File: src/rtl/sdr_seq_pkg.sv
package sdr_seq_pkg;

  typedef enum logic [3:0] {
    CMD_MRS = 4'b0000,
    CMD_REF = 4'b0001,
    CMD_PRE = 4'b0010,
    CMD_NOP = 4'b0111
  } sdr_cmd_e;

  typedef enum logic [4:0] {
    ST_PWR_WAIT, ST_PRE, ST_PRE_WAIT, ST_REF, ST_REF_WAIT, ST_MRS, ST_MRS_WAIT,
    ST_IDLE, ST_RPRE, ST_RPRE_WAIT, ST_RREF, ST_RREF_WAIT,
    ST_SPRE, ST_SPRE_WAIT, ST_SR_ENTER, ST_SR_HOLD, ST_SR_EXIT
  } seq_state_e;

  // ceil(ns * hz / 1e9), never below two cycles
  function automatic int ns_to_cycles(input int ns, input longint hz);
    longint c;
    c = (longint'(ns) * hz + 64'd999_999_999) / 64'd1_000_000_000;
    if (c < 2) c = 2;
    return int'(c);
  endfunction

  function automatic int us_to_cycles(input int us, input longint hz);
    return int'((longint'(us) * hz + 64'd999_999) / 64'd1_000_000);
  endfunction

  function automatic int refresh_cycles(input int period_ms, input int rows, input longint hz);
    return int'((hz * longint'(period_ms)) / (64'd1000 * longint'(rows)));
  endfunction

  function automatic int max2(input int a, input int b);
    return (a > b) ? a : b;
  endfunction

endpackage

File: src/rtl/sdr_wait_timer.sv
module sdr_wait_timer #(
  parameter int W       = 16,
  parameter int RST_VAL = 0
) (
  input  logic         clk,
  input  logic         rst_n,
  input  logic         load,
  input  logic [W-1:0] load_val,
  output logic         last
);
  logic [W-1:0] cnt;

  always_ff @(posedge clk or negedge rst_n) begin
    if (!rst_n)            cnt <= W'(RST_VAL);
    else if (load)         cnt <= load_val - W'(1);
    else if (cnt != '0)    cnt <= cnt - W'(1);
  end

  assign last = (cnt == '0);


  load_count_chk: assert property (@(posedge clk) disable iff (!rst_n)
    load |=> (cnt == $past(load_val) - W'(1)));

endmodule

File: src/rtl/sdr_refresh_timer.sv
module sdr_refresh_timer #(
  parameter int INTERVAL = 750
) (
  input  logic clk,
  input  logic rst_n,
  input  logic run,
  output logic due
);
  localparam int CW = $clog2(INTERVAL + 1);
  localparam logic [CW-1:0] LAST = CW'(INTERVAL - 1);

  logic [CW-1:0] cnt;

  always_ff @(posedge clk or negedge rst_n) begin
    if (!rst_n)          cnt <= '0;
    else if (!run)       cnt <= '0;
    else if (cnt == LAST) cnt <= '0;
    else                 cnt <= cnt + CW'(1);
  end

  assign due = run && (cnt == LAST);


  due_wrap_chk: assert property (@(posedge clk) disable iff (!rst_n)
    due |=> (cnt == '0));

endmodule

File: src/rtl/sdr_init_refresh_seq.sv
module sdr_init_refresh_seq
  import sdr_seq_pkg::*;
#(
  parameter longint CLK_HZ    = 48_000_000,
  parameter int     INIT_US   = 200,
  parameter int     INIT_REFS = 8,
  parameter int     ROW_W     = 12,
  parameter int     BANK_W    = 2,
  parameter int     T_RC_NS   = 65,
  parameter int     T_RP_NS   = 20,
  parameter int     T_RAS_NS  = 45,
  parameter int     T_XSR_NS  = 75,
  parameter int     T_MRD     = 2,
  parameter int     CAS_LAT   = 2,
  parameter int     BURST_LEN = 1,
  parameter int     REF_MS    = 64,
  parameter int     REF_ROWS  = 4096
) (
  input  logic              clk,
  input  logic              rst_n,
  input  logic              sr_req,
  output logic              ready,
  output logic              refresh_busy,
  output logic              sd_cs_n,
  output logic              sd_ras_n,
  output logic              sd_cas_n,
  output logic              sd_we_n,
  output logic              sd_cke,
  output logic [ROW_W-1:0]  sd_addr,
  output logic [BANK_W-1:0] sd_ba
);
  localparam int INIT_CYC = us_to_cycles(INIT_US, CLK_HZ);
  localparam int RP_CYC   = ns_to_cycles(T_RP_NS, CLK_HZ);
  localparam int RC_CYC   = ns_to_cycles(T_RC_NS, CLK_HZ);
  localparam int RAS_CYC  = ns_to_cycles(T_RAS_NS, CLK_HZ);
  localparam int XSR_CYC  = ns_to_cycles(T_XSR_NS, CLK_HZ);
  localparam int REF_INT  = refresh_cycles(REF_MS, REF_ROWS, CLK_HZ);
  localparam int MAX_WAIT = max2(max2(INIT_CYC, RC_CYC), max2(max2(RP_CYC, RAS_CYC), max2(XSR_CYC, T_MRD)));
  localparam int TW       = $clog2(MAX_WAIT + 1);
  localparam int RCW      = $clog2(INIT_REFS + 1);
  localparam int AP_BIT   = 10;
  localparam int BL_CODE  = $clog2(BURST_LEN);
  localparam logic [ROW_W-1:0] MODE_WORD =
    ROW_W'({CAS_LAT[2:0], 1'b0, BL_CODE[2:0]});

  seq_state_e state, state_nx;
  logic          tmr_load, tmr_last, ref_due, ref_pend, ref_run;
  logic [TW-1:0] tmr_val;
  logic [RCW-1:0] refs_left;
  sdr_cmd_e      cmd;

  sdr_wait_timer #(.W(TW), .RST_VAL(INIT_CYC - 1)) u_wait (
    .clk(clk), .rst_n(rst_n), .load(tmr_load), .load_val(tmr_val), .last(tmr_last)
  );

  assign ref_run = (state == ST_IDLE) || (state == ST_RPRE) || (state == ST_RPRE_WAIT) ||
                   (state == ST_RREF) || (state == ST_RREF_WAIT);

  sdr_refresh_timer #(.INTERVAL(REF_INT)) u_ref (
    .clk(clk), .rst_n(rst_n), .run(ref_run), .due(ref_due)
  );

  always_comb begin
    state_nx = state;
    tmr_load = 1'b0;
    tmr_val  = '0;
    unique case (state)
      ST_PWR_WAIT:  if (tmr_last) state_nx = ST_PRE;
      ST_PRE:       begin tmr_load = 1'b1; tmr_val = TW'(RP_CYC); state_nx = ST_PRE_WAIT; end
      ST_PRE_WAIT:  if (tmr_last) state_nx = ST_REF;
      ST_REF:       begin tmr_load = 1'b1; tmr_val = TW'(RC_CYC); state_nx = ST_REF_WAIT; end
      ST_REF_WAIT:  if (tmr_last) state_nx = (refs_left == '0) ? ST_MRS : ST_REF;
      ST_MRS:       begin tmr_load = 1'b1; tmr_val = TW'(T_MRD); state_nx = ST_MRS_WAIT; end
      ST_MRS_WAIT:  if (tmr_last) state_nx = ST_IDLE;
      ST_IDLE: begin
        if (ref_due || ref_pend) state_nx = ST_RPRE;
        else if (sr_req)         state_nx = ST_SPRE;
      end
      ST_RPRE:      begin tmr_load = 1'b1; tmr_val = TW'(RP_CYC); state_nx = ST_RPRE_WAIT; end
      ST_RPRE_WAIT: if (tmr_last) state_nx = ST_RREF;
      ST_RREF:      begin tmr_load = 1'b1; tmr_val = TW'(RC_CYC); state_nx = ST_RREF_WAIT; end
      ST_RREF_WAIT: if (tmr_last) state_nx = ST_IDLE;
      ST_SPRE:      begin tmr_load = 1'b1; tmr_val = TW'(RP_CYC); state_nx = ST_SPRE_WAIT; end
      ST_SPRE_WAIT: if (tmr_last) state_nx = ST_SR_ENTER;
      ST_SR_ENTER:  begin tmr_load = 1'b1; tmr_val = TW'(RAS_CYC); state_nx = ST_SR_HOLD; end
      ST_SR_HOLD: begin
        if (tmr_last && !sr_req) begin
          tmr_load = 1'b1; tmr_val = TW'(XSR_CYC); state_nx = ST_SR_EXIT;
        end
      end
      ST_SR_EXIT:   if (tmr_last) state_nx = ST_IDLE;
      default:      state_nx = ST_PWR_WAIT;
    endcase
  end

  always_ff @(posedge clk or negedge rst_n) begin
    if (!rst_n) begin
      state     <= ST_PWR_WAIT;
      refs_left <= RCW'(INIT_REFS);
      ref_pend  <= 1'b0;
    end else begin
      state <= state_nx;
      if (state == ST_REF) refs_left <= refs_left - RCW'(1);
      if (state == ST_RPRE)     ref_pend <= 1'b0;
      else if (ref_due)         ref_pend <= 1'b1;
    end
  end

  always_comb begin
    cmd     = CMD_NOP;
    sd_cke  = 1'b1;
    sd_addr = '0;
    sd_ba   = '0;
    unique case (state)
      ST_PRE, ST_RPRE, ST_SPRE: begin cmd = CMD_PRE; sd_addr[AP_BIT] = 1'b1; end
      ST_REF, ST_RREF:          cmd = CMD_REF;
      ST_MRS:                   begin cmd = CMD_MRS; sd_addr = MODE_WORD; end
      ST_SR_ENTER:              begin cmd = CMD_REF; sd_cke = 1'b0; end
      ST_SR_HOLD:               sd_cke = 1'b0;
      default:                  cmd = CMD_NOP;
    endcase
  end

  assign {sd_cs_n, sd_ras_n, sd_cas_n, sd_we_n} = cmd;
  assign ready        = (state == ST_IDLE);
  assign refresh_busy = (state == ST_RPRE) || (state == ST_RPRE_WAIT) ||
                        (state == ST_RREF) || (state == ST_RREF_WAIT);


  ready_cke_chk: assert property (@(posedge clk) disable iff (!rst_n)
    ready |-> sd_cke);

  busy_excl_chk: assert property (@(posedge clk) disable iff (!rst_n)
    !(ready && refresh_busy));

  sr_entry_cmd_chk: assert property (@(posedge clk) disable iff (!rst_n)
    $fell(sd_cke) |-> ({sd_cs_n, sd_ras_n, sd_cas_n, sd_we_n} == CMD_REF));

  sr_exit_nop_chk: assert property (@(posedge clk) disable iff (!rst_n)
    $rose(sd_cke) |-> ({sd_cs_n, sd_ras_n, sd_cas_n, sd_we_n} == CMD_NOP));

  ref_then_nop_chk: assert property (@(posedge clk) disable iff (!rst_n)
    (sd_cke && {sd_cs_n, sd_ras_n, sd_cas_n, sd_we_n} == CMD_REF) |=>
    ({sd_cs_n, sd_ras_n, sd_cas_n, sd_we_n} == CMD_NOP));

endmodule

File: config.mk
export PLATFORM = sky130hd
export DESIGN_NAME = sdr_init_refresh_seq
export DESIGN_NICKNAME = d
export VERILOG_FILES = /design/src/rtl/sdr_seq_pkg.sv /design/src/rtl/sdr_wait_timer.sv /design/src/rtl/sdr_refresh_timer.sv /design/src/rtl/sdr_init_refresh_seq.sv
export SDC_FILE = /design/constraint.sdc
export NUM_CORES = 1
export LEC_CHECK = 0
export BUFFER_PORTS_ARGS = -buffer_cell sky130_fd_sc_hd__buf_2
export CAP_MARGIN = 20
export CORE_ASPECT_RATIO = 0.8
export CORE_MARGIN = 2
export CORE_UTILIZATION = 30
export DETAILED_ROUTE_END_ITERATION = 7
export PLACE_DENSITY = 0.5
export SYNTH_ARGS = -nofsm -noshare
export SYNTH_HDL_FRONTEND = slang
export SYNTH_SLANG_ARGS = --single-unit
File: constraint.sdc
create_clock -name clk -period 6.6 [get_ports clk]
set_clock_uncertainty 0.15 [all_clocks]
set_input_delay 0.33 -clock clk [delete_from_list [all_inputs] [get_ports clk]]
set_output_delay 0.33 -clock clk [all_outputs]
set_load 0.02 [all_outputs]
==> impl.org, run 1 <==
** Outcome
- The flow ran to the end, and the final reports show no timing, DRC or antenna violations.

** Logic synthesis
- Cell Area, Synth :: 2160 um^2
- Syn_area_per_cell :: 8.97 um^2
- Largest cells by area after synthesis :: sky130_fd_sc_hd__dfrtp_1 (27%), sky130_fd_sc_hd__dfstp_2 (13%), sky130_fd_sc_hd__nor2_1 (6.3%), sky130_fd_sc_hd__xnor2_1 (5.3%), sky130_fd_sc_hd__buf_4 (4.5%)
- Yosys printed 0 warnings.
- Summing the areas of all fa, ha and maj instances in the mapped netlist gives 3.47% of the synthesized area.
- The synthesized netlist devotes 9.26% of its cell area to compound gates.
- Yosys mapped the design onto 50 distinct sky130hd cell types.
- After synthesis, the largest family of logic cells by area is simple AND/OR/NAND/NOR gates.
- Area leader, netlist :: sky130_fd_sc_hd__dfrtp_1
- Ys flop type :: sky130_fd_sc_hd__dfrtp_1
- After synthesis the netlist holds a flip-flop and latch count of 34.
- Sequential share of the synthesized area :: 40.0%
- Counting every instance in the synthesized netlist gives 241.
- Counting flops with an async set or reset pin after synthesis yields a share of 100%.
- Number of enable flip-flop cells after synthesis :: 0
- Xor-xnor portion of the synthesized cell area :: 9.32%
- Area share of the leading cell type in the synthesized netlist :: 26.6%
- Multiplexer fraction of the synthesized cell area :: 2.55%
- Simple-gate area share of the yosys netlist :: 27.1%

** Power
- IR analysis of the VDD net gives a maximum drop of 0.0753 mV.
- Pwr per Cell Area :: 175 nW/um^2
- The design draws 0.000411 W.
- Summed over all cells, the static leakage comes to 1.02 nW.

** Cells and area
- In the final design database the tool counted 257 nets.
- Relative to the synthesized area, the layout overhead comes to 8.45%.
- After filler insertion, the fill cell instance count of the layout stands at 714.
- In the final layout, flip-flops and latches occupy 865 um^2.
- Fin area :: 2340 um^2
- The post-route netlist has 14.9% of its cells at a drive strength greater than 1.
- Diodes inserted :: 0
- Area occupied by multi-input gates :: 1170 um^2

** Detailed routing
- Drt via density :: 4.70
- DR vias :: 1,578
- First-pass DRT Iterations :: 4
- In the routed design, unresolved DRC markers number 0.
- Drt first-iter violations :: 95
- Total wire length after detailed routing :: 4.20 mm
- In this run the remaining antenna-violating nets after routing total 0.
- In the final routed layout, each cell accounts on average for 12.5 um.

** Clock tree
- Counting the buffers created by CTS gives 5.
- TritonCTS built the clock tree.
- The clock tree synthesis step divided the H-tree into 2 levels.
- Buffers from clock root to sink, at most :: 2
- Clock latency on the worst-skew pair, taken at its later pin, is 0.29 ns.
- The root buffer cell chosen for the clock tree is sky130_fd_sc_hd__clkbuf_8.
- After clock tree synthesis, the clock-pin slew on the worst setup and hold paths is 0.07 ns.
- For this design, the sink count on the clock tree is 34.

** Min path
- In this run the worst hold path is classified as in2reg.
- The worst hold path terminates at state[4].
- The worst hold path passes through 3 cells.
- The startpoint identified for the worst hold timing path is sr_req.

** Global routing
- The initial antenna violation count is 0.
- The number of global-route vias before repair is 1,527.
- Entering global routing, the biggest net connects 35 pins.
- Global routing finished with a remaining overflow of 0.
- Wire length of the first global-routing pass :: 7.28 mm
- All-Layer GR Usage :: 11.6%

** STA
- The tightest hold path in the finished design has a slack of 0.310 ns.
- The number of pins with negative max-slew slack in the final report is 0.
- The number of hold violations in the final report was 0.
- The worst path in the final design needs a cycle of 2.67 ns, including I/O delays and setup.
- Setup repair after global routing missed its margin :: false
- Slew headroom :: 46.7%
- Ratio of final minimum period to clock period :: 40.4%
- PnR worst setup slack :: 3.93 ns
- Setup TNS :: 0 ns
- For the pin with the worst max-slew slack, the measured transition is 0.797 ns.
- Total setup violations reported at the end of the flow :: 0
- Upper clock frequency limit :: 0.375 GHz

** Place
- Worst slack at placement :: 3.93 ns
- Post-Place Cell Area :: 2230 um^2
- Detailed placement finished with a half-perimeter wire length of 2.90 mm.
- Buffers placed on the I/O ports in this run total 10.
- Weighted congestion at the end of routability-driven global placement :: 0.747

** Worst setup path
- Flop2flop setup slack :: 3.93 ns
- Critical path launch point type :: register
- Maximum fanout count along the critical path :: 11
- The largest single stage delay on the critical path is 0.64 ns.
- Cell-by-cell listing of the critical path :: inv_1, ha_1, or4b_1, or4b_1, o21ai_2, mux2i_1
- Critical Path End Type :: register
- For this design, the slowest cell found on the critical path is sky130_fd_sc_hd__or4b_1.
- Worst flop-to-flop path endpoint :: u_wait.cnt[1]
- The worst register-to-register path begins at u_wait.cnt[0].
- Among the stages of the critical path, the cell type that occurs most often is sky130_fd_sc_hd__or4b_1.
- Data on the critical path is required at its endpoint by 6.67 ns.
- Counting cells, the worst reg-to-reg path comes to 6.
- Data arrival at the endpoint of the critical path :: 2.74 ns
- By startpoint and endpoint, the worst setup path is classified as reg2reg.

** Die
- From bottom edge to top edge, the die measures 79.9 um.
- The floorplan step defined a die boundary enclosing 7900 um^2.
- Cell row count :: 27
- Floorplan Core Area :: 6930 um^2
- Initial Util :: 31.2%
- 24 I/O pins were placed.
- From left edge to right edge, the die measures 98.9 um.

** Flow run
- Max cap viols :: 0
==> flip-flops by register name, summed over array words and instances, names as in the netlist <==
name / flops
u_wait.cnt: 14
u_ref.cnt: 10
state: 5
refs_left: 4
ref_pend: 1
==> power breakdown <==
group          internal, W  switching, W
registers         0.000209             0
clock network     0.000113     0.0000769
logic          0.000000953     0.0000111
total             0.000323     0.0000880
==> cells by family (layout without fill, tap and decap cells) <==
kind of cell,count (synthesis),in the layout
AO/OA/AOI/OAI,30,30
other,1,13
multiplexers,4,4
buffers and inverters,33,29
flip-flops,34,34
XOR/XNOR,23,23
adder cells (fa/ha/maj),6,6
AND/OR/NAND/NOR,110,110
==> placed cells by master (no fill, tap or decap), types with 6 or more instances in the layout <==
master and instances:
sky130_fd_sc_hd__nor2_1 36, sky130_fd_sc_hd__dfrtp_1 23, sky130_fd_sc_hd__nand2_1 17, sky130_fd_sc_hd__xnor2_1 13
sky130_fd_sc_hd__conb_1 13, sky130_fd_sc_hd__dfstp_2 11, sky130_fd_sc_hd__inv_1 10, sky130_fd_sc_hd__xor2_1 10
sky130_fd_sc_hd__buf_2 10, sky130_fd_sc_hd__o21ai_0 9, sky130_fd_sc_hd__nor3_1 8, sky130_fd_sc_hd__a21oi_1 8
sky130_fd_sc_hd__nand3_1 6, sky130_fd_sc_hd__ha_1 6
==> metal layers <==
metal,GRT usage [%],vias up,share of wire [%]
li1,-,808,-
met1,16.2,738,54
met2,17.3,24,41
met3,2.89,8,3.2
met4,4.52,0,1.7
met5,0,-,0
==> cell usage after synthesis (6+ instances only) <==
cell type / count
sky130_fd_sc_hd__a21oi_1: 8
sky130_fd_sc_hd__dfstp_2: 11
sky130_fd_sc_hd__clkbuf_1: 8
sky130_fd_sc_hd__nand3_1: 6
sky130_fd_sc_hd__inv_1: 10
sky130_fd_sc_hd__o21ai_0: 9
sky130_fd_sc_hd__ha_1: 6
sky130_fd_sc_hd__nor2_1: 36
sky130_fd_sc_hd__xor2_1: 10
sky130_fd_sc_hd__nand2_1: 17
sky130_fd_sc_hd__xnor2_1: 13
sky130_fd_sc_hd__buf_4: 13
sky130_fd_sc_hd__dfrtp_1: 23
sky130_fd_sc_hd__nor3_1: 8
==> through the flow <==
step,instances,utilization [%]
floorplan,253,-
global placement,327,32.2
detailed placement,327,32.2
CTS,336,33.8
global route,336,33.8
finish,336,33.8
==> how the worst max path moves through the flow <==
| stage | startpoint | end |
|---|---|---|
| 2_1_floorplan | u_wait.cnt[0] | state[0] |
| 5_1_grt | u_wait.cnt[0] | u_wait.cnt[1] |
| 4_1_cts | u_wait.cnt[0] | u_wait.cnt[1] |
| 3_5_place_dp | u_wait.cnt[0] | u_wait.cnt[1] |
| 6_report | u_wait.cnt[0] | u_wait.cnt[1] |
| 3_3_place_gp | u_wait.cnt[0] | u_wait.cnt[1] |
==> critical path: cells and delay by family (launching register included) <==
kind,cells,cell delay (ns)
simple gates,2,1.13
compound gates,1,0.49
flops,1,0.39
mux,1,0.24
fa+ha+maj,1,0.13
buf+inv,1,0.07
==> layout make-up <==
| type | count | share of cell area (%) |
|---|---|---|
| clock buffer | 7 | 3.26 |
| multi-input combinational | 186 | 49.8 |
| inverter | 10 | 1.60 |
| timing repair buffer | 11 | 2.56 |
| tap | 87 | 4.64 |
| sequential | 34 | 36.9 |
| clock inverter | 1 | 1.28 |
==> repair_timing <==
action / CTS / global route
resized for setup: 0 / 0
setup buffers: 0 / 0
hold buffers: 1 / 0
hold endpoints to repair: 23 / 0
No activity file was read; power rests on OpenSTA's default activity.
==> run 2, diff against run 1 <==
- clock period: 6.6 -> 2.5 ns (I/O delays scaled with it)
==> run 2 against run 1 <==
Net effect: final area grew 5.0%; global-route usage grew 0.46 points; sequential power grew to 2.6 times the previous value; wire length grew 2.7%; worst setup slack lost 3.8 ns; non-clock buffer count grew 16; utilization grew 1.7 points; total power grew 140%; critical path depth is the same; final cell count grew 4.8%; combinational power grew to 2.6 times the previous value; fmax grew 11%; critical path type unchanged; critical endpoint is now state[0].
==> impl.org, run 2 (synthesized netlist as in run 1, its figures left out) <==
** Worst setup path
- STA classifies the critical path endpoint as a register.
- On the critical path the largest part of the delay comes from simple AND/OR/NAND/NOR gates.
- Crit-path slowest cell :: sky130_fd_sc_hd__or4b_4
- Data arrival at the endpoint of the critical path :: 2.41 ns
- CP Depth :: 6
- Maximum fanout count along the critical path :: 4
- The most numerous cell type found on the critical path is sky130_fd_sc_hd__or4b_4.
- Cell-by-cell listing of the critical path :: inv_1, ha_1, or4b_4, or4b_4, a22o_4, mux2_4
- Data required time at the worst endpoint :: 2.51 ns
- Counting both buffers and inverters, the worst setup path holds a total of 1.
- The worst setup path is launched from a register.
- Worst reg2reg path depth :: 6
- In this design, the stage delay of the slowest critical-path cell is 0.53 ns.
- Class of the most critical setup path :: reg2reg

** Power
- For this design the ratio of total power to cell area is 408 nW/um^2.
- Overall power :: 0.00100 W
- Summed over all cells, the static leakage comes to 1.10 nW.
- VDD sags by at most 0.216 mV.

** Detailed routing
- The first routing iteration left 68 violations.
- For this block, the routed nets add up to 4.32 mm of wire.
- DR vias :: 1,653
- In the routed design, unresolved DRC markers number 0.
- Once detail routing completed, the nets flagged for antenna violations numbered 0.
- First-pass DRT Iterations :: 4
- Drt via density :: 4.70
- Dividing the detail-routed wire length by the instance count gives 12.3 um.

** Outcome
- Outcome :: complete, no violations

** Cells and area
- Share of layout cells above drive strength 1 :: 21.5%
- Max reg flops :: 14
- The library cell used most frequently in the layout, excluding fill and tap cells, is sky130_fd_sc_hd__nor2_1.
- After filler insertion, the fill cell instance count of the layout stands at 717.
- Final standard cell utilization of the core :: 35.5%
- The largest registers in the layout are u_wait.cnt (14), u_ref.cnt (10), state (5).
- 0 antenna diodes ended up in the layout.
- The library cells used most frequently in the layout, excluding fill and tap cells, are sky130_fd_sc_hd__nor2_1 (36), sky130_fd_sc_hd__dfrtp_1 (23), sky130_fd_sc_hd__nand2_1 (17), sky130_fd_sc_hd__buf_4 (16).
- Post-layout net count :: 273
- After routing the design area is 2460 um^2.
- Area growth syn-to-layout :: 13.8%
- Counting flops per register, the top entry is u_wait.cnt.

** STA
- At the pin with the least slew margin, the transition time is 0.762 ns.
- Ratio of final minimum period to clock period :: 96.0%
- Headroom to the max-slew limit came out at 49.2%.
- For the finished layout, the period the worst path requires is 2.40 ns.
- The number of pins with negative max-slew slack in the final report is 0.
- Final Hold Vio Count :: 0
- Hold timing on the final database bottoms out at a slack of 0.125 ns.
- Upper clock frequency limit :: 0.417 GHz
- Setup repair after global routing missed its margin :: false
- Setup TNS :: 0 ns
- Setup violations remaining at the end of the flow were counted as 0.

** Die
- Ports placed on the boundary :: 24
- The initialized floorplan defines 27 standard-cell rows.
- DIE AREA :: 7900 um^2
- In this run the horizontal extent of the chip is 98.9 um.
- The floorplan step set the die height to 79.9 um.
- Floorplan Core Area :: 6930 um^2
- For this configuration, the core starts out at a cell density of 31.2%.

** Global routing
- Global routing finished with a remaining overflow of 0.
- The initial antenna violation count came to 0.
- All-Layer GR Usage :: 12.1%
- Wire length of the first global-routing pass :: 7.62 mm
- Entering global routing, the biggest net connects 35 pins.
- Via count of the first global-routing pass :: 1,567

** Clock tree
- Clk_lat worst skew :: 0.28 ns
- Counting along the longest clock path gives a buffer depth of 2.
- Clock tree synthesis found a total of 34 sinks.
- Clock-pin slew was measured on the worst setup and hold paths at 0.07 ns.
- Buffers inserted during clock tree synthesis total 5.
- In this run the number of H-tree levels came out at 2.
- Clock root buffer master :: sky130_fd_sc_hd__clkbuf_8
- After clock tree synthesis, the setup repair step added 0 buffers.
- TritonCTS built the clock tree.

** Min path
- Along the worst hold path, the cell count comes to 3.
- In this run the worst hold path is classified as in2reg.

** Flow run
- Across the run, the number of max-cap violations was 0.

** Place
- Final HPWL DP :: 3.26 mm
- Number of port buffers :: 10
- Post-Place Cell Area :: 2350 um^2
- Weighted congestion at the end of routability-driven global placement :: 0.753
## run 2: cell types whose count changed in the layout (fill, tap and decap cells not counted)
cell / previous run / this run
sky130_fd_sc_hd__clkbuf_8: 5 / 6
sky130_fd_sc_hd__bufinv_16: 1 / 0
sky130_fd_sc_hd__clkinvlp_4: 0 / 1
sky130_fd_sc_hd__or4b_1: 2 / 0
sky130_fd_sc_hd__or4b_4: 0 / 2
sky130_fd_sc_hd__buf_4: 0 / 16
sky130_fd_sc_hd__clkbuf_1: 2 / 0
sky130_fd_sc_hd__clkinv_2: 0 / 1
## run 2: worst paths after layout
path | slack (ns) | start | endpoint
min reg2reg | 0.36 | refs_left[0] | refs_left[0]
min | 0.13 | sr_req | state[4]
max reg2reg | 0.10 | u_wait.cnt[1] | state[0]
max in group asynchronous | 1.41 | rst_n | state[2]
min in group asynchronous | 0.29 | rst_n | u_wait.cnt[9]
max | 0.10 | u_wait.cnt[1] | state[0]
## run 2: what timing repair did
| item | in CTS | in global routing |
|---|---|---|
| hold buffers | 1 | 0 |
| endpoints found under the setup margin | 0 | 6 |
| endpoints found under the hold margin | 23 | 0 |
| gates resized for setup | 0 | 2 |
## run 2: routing by layer
layer | global-route usage (%) | routed length (um) | up-vias
met3 | 2.98 | 193 | 2
met5 | 0 | 0 | -
met4 | 3.29 | 24 | 0
met1 | 18.2 | 2340 | 769
li1 | - | - | 848
met2 | 17.0 | 1760 | 34
## run 2: report_power, final
group          internal, W  switching, W  leakage, nW  total (W)
Sequential        0.000551             0        0.421   0.000551
Combinational   0.00000252     0.0000292        0.628  0.0000317
Clock             0.000221      0.000200       0.0472   0.000421
## run 2: area by class of cell
cell class / count / area, um^2 / area share (%)
clock inverter: 2 / 12.5 / 0.509
timing repair buffer: 27 / 180 / 7.32
clock buffer: 6 / 82.6 / 3.36
tap: 87 / 109 / 4.43
inverter: 10 / 37.5 / 1.53
multi-input combinational: 186 / 1170 / 47.7
sequential: 34 / 865 / 35.1
## run 2: per-stage QoR
step	instances	setup WS [ns]
2_1_floorplan	253	0.0577
3_3_place_gp	343	0.0734
3_5_place_dp	343	0.0632
4_1_cts	352	0.0374
5_1_grt	352	0.0188
6_report	352	0.100
## run 2: worst reg2reg max path, delay by kind of cell (launching register included)
family | cells | cell delay (ns)
adder cells (fa/ha/maj) | 1 | 0.13
AND/OR/NAND/NOR | 2 | 0.98
buffers and inverters | 1 | 0.07
AO/OA/AOI/OAI | 1 | 0.27
multiplexers | 1 | 0.29
flip-flops | 1 | 0.38
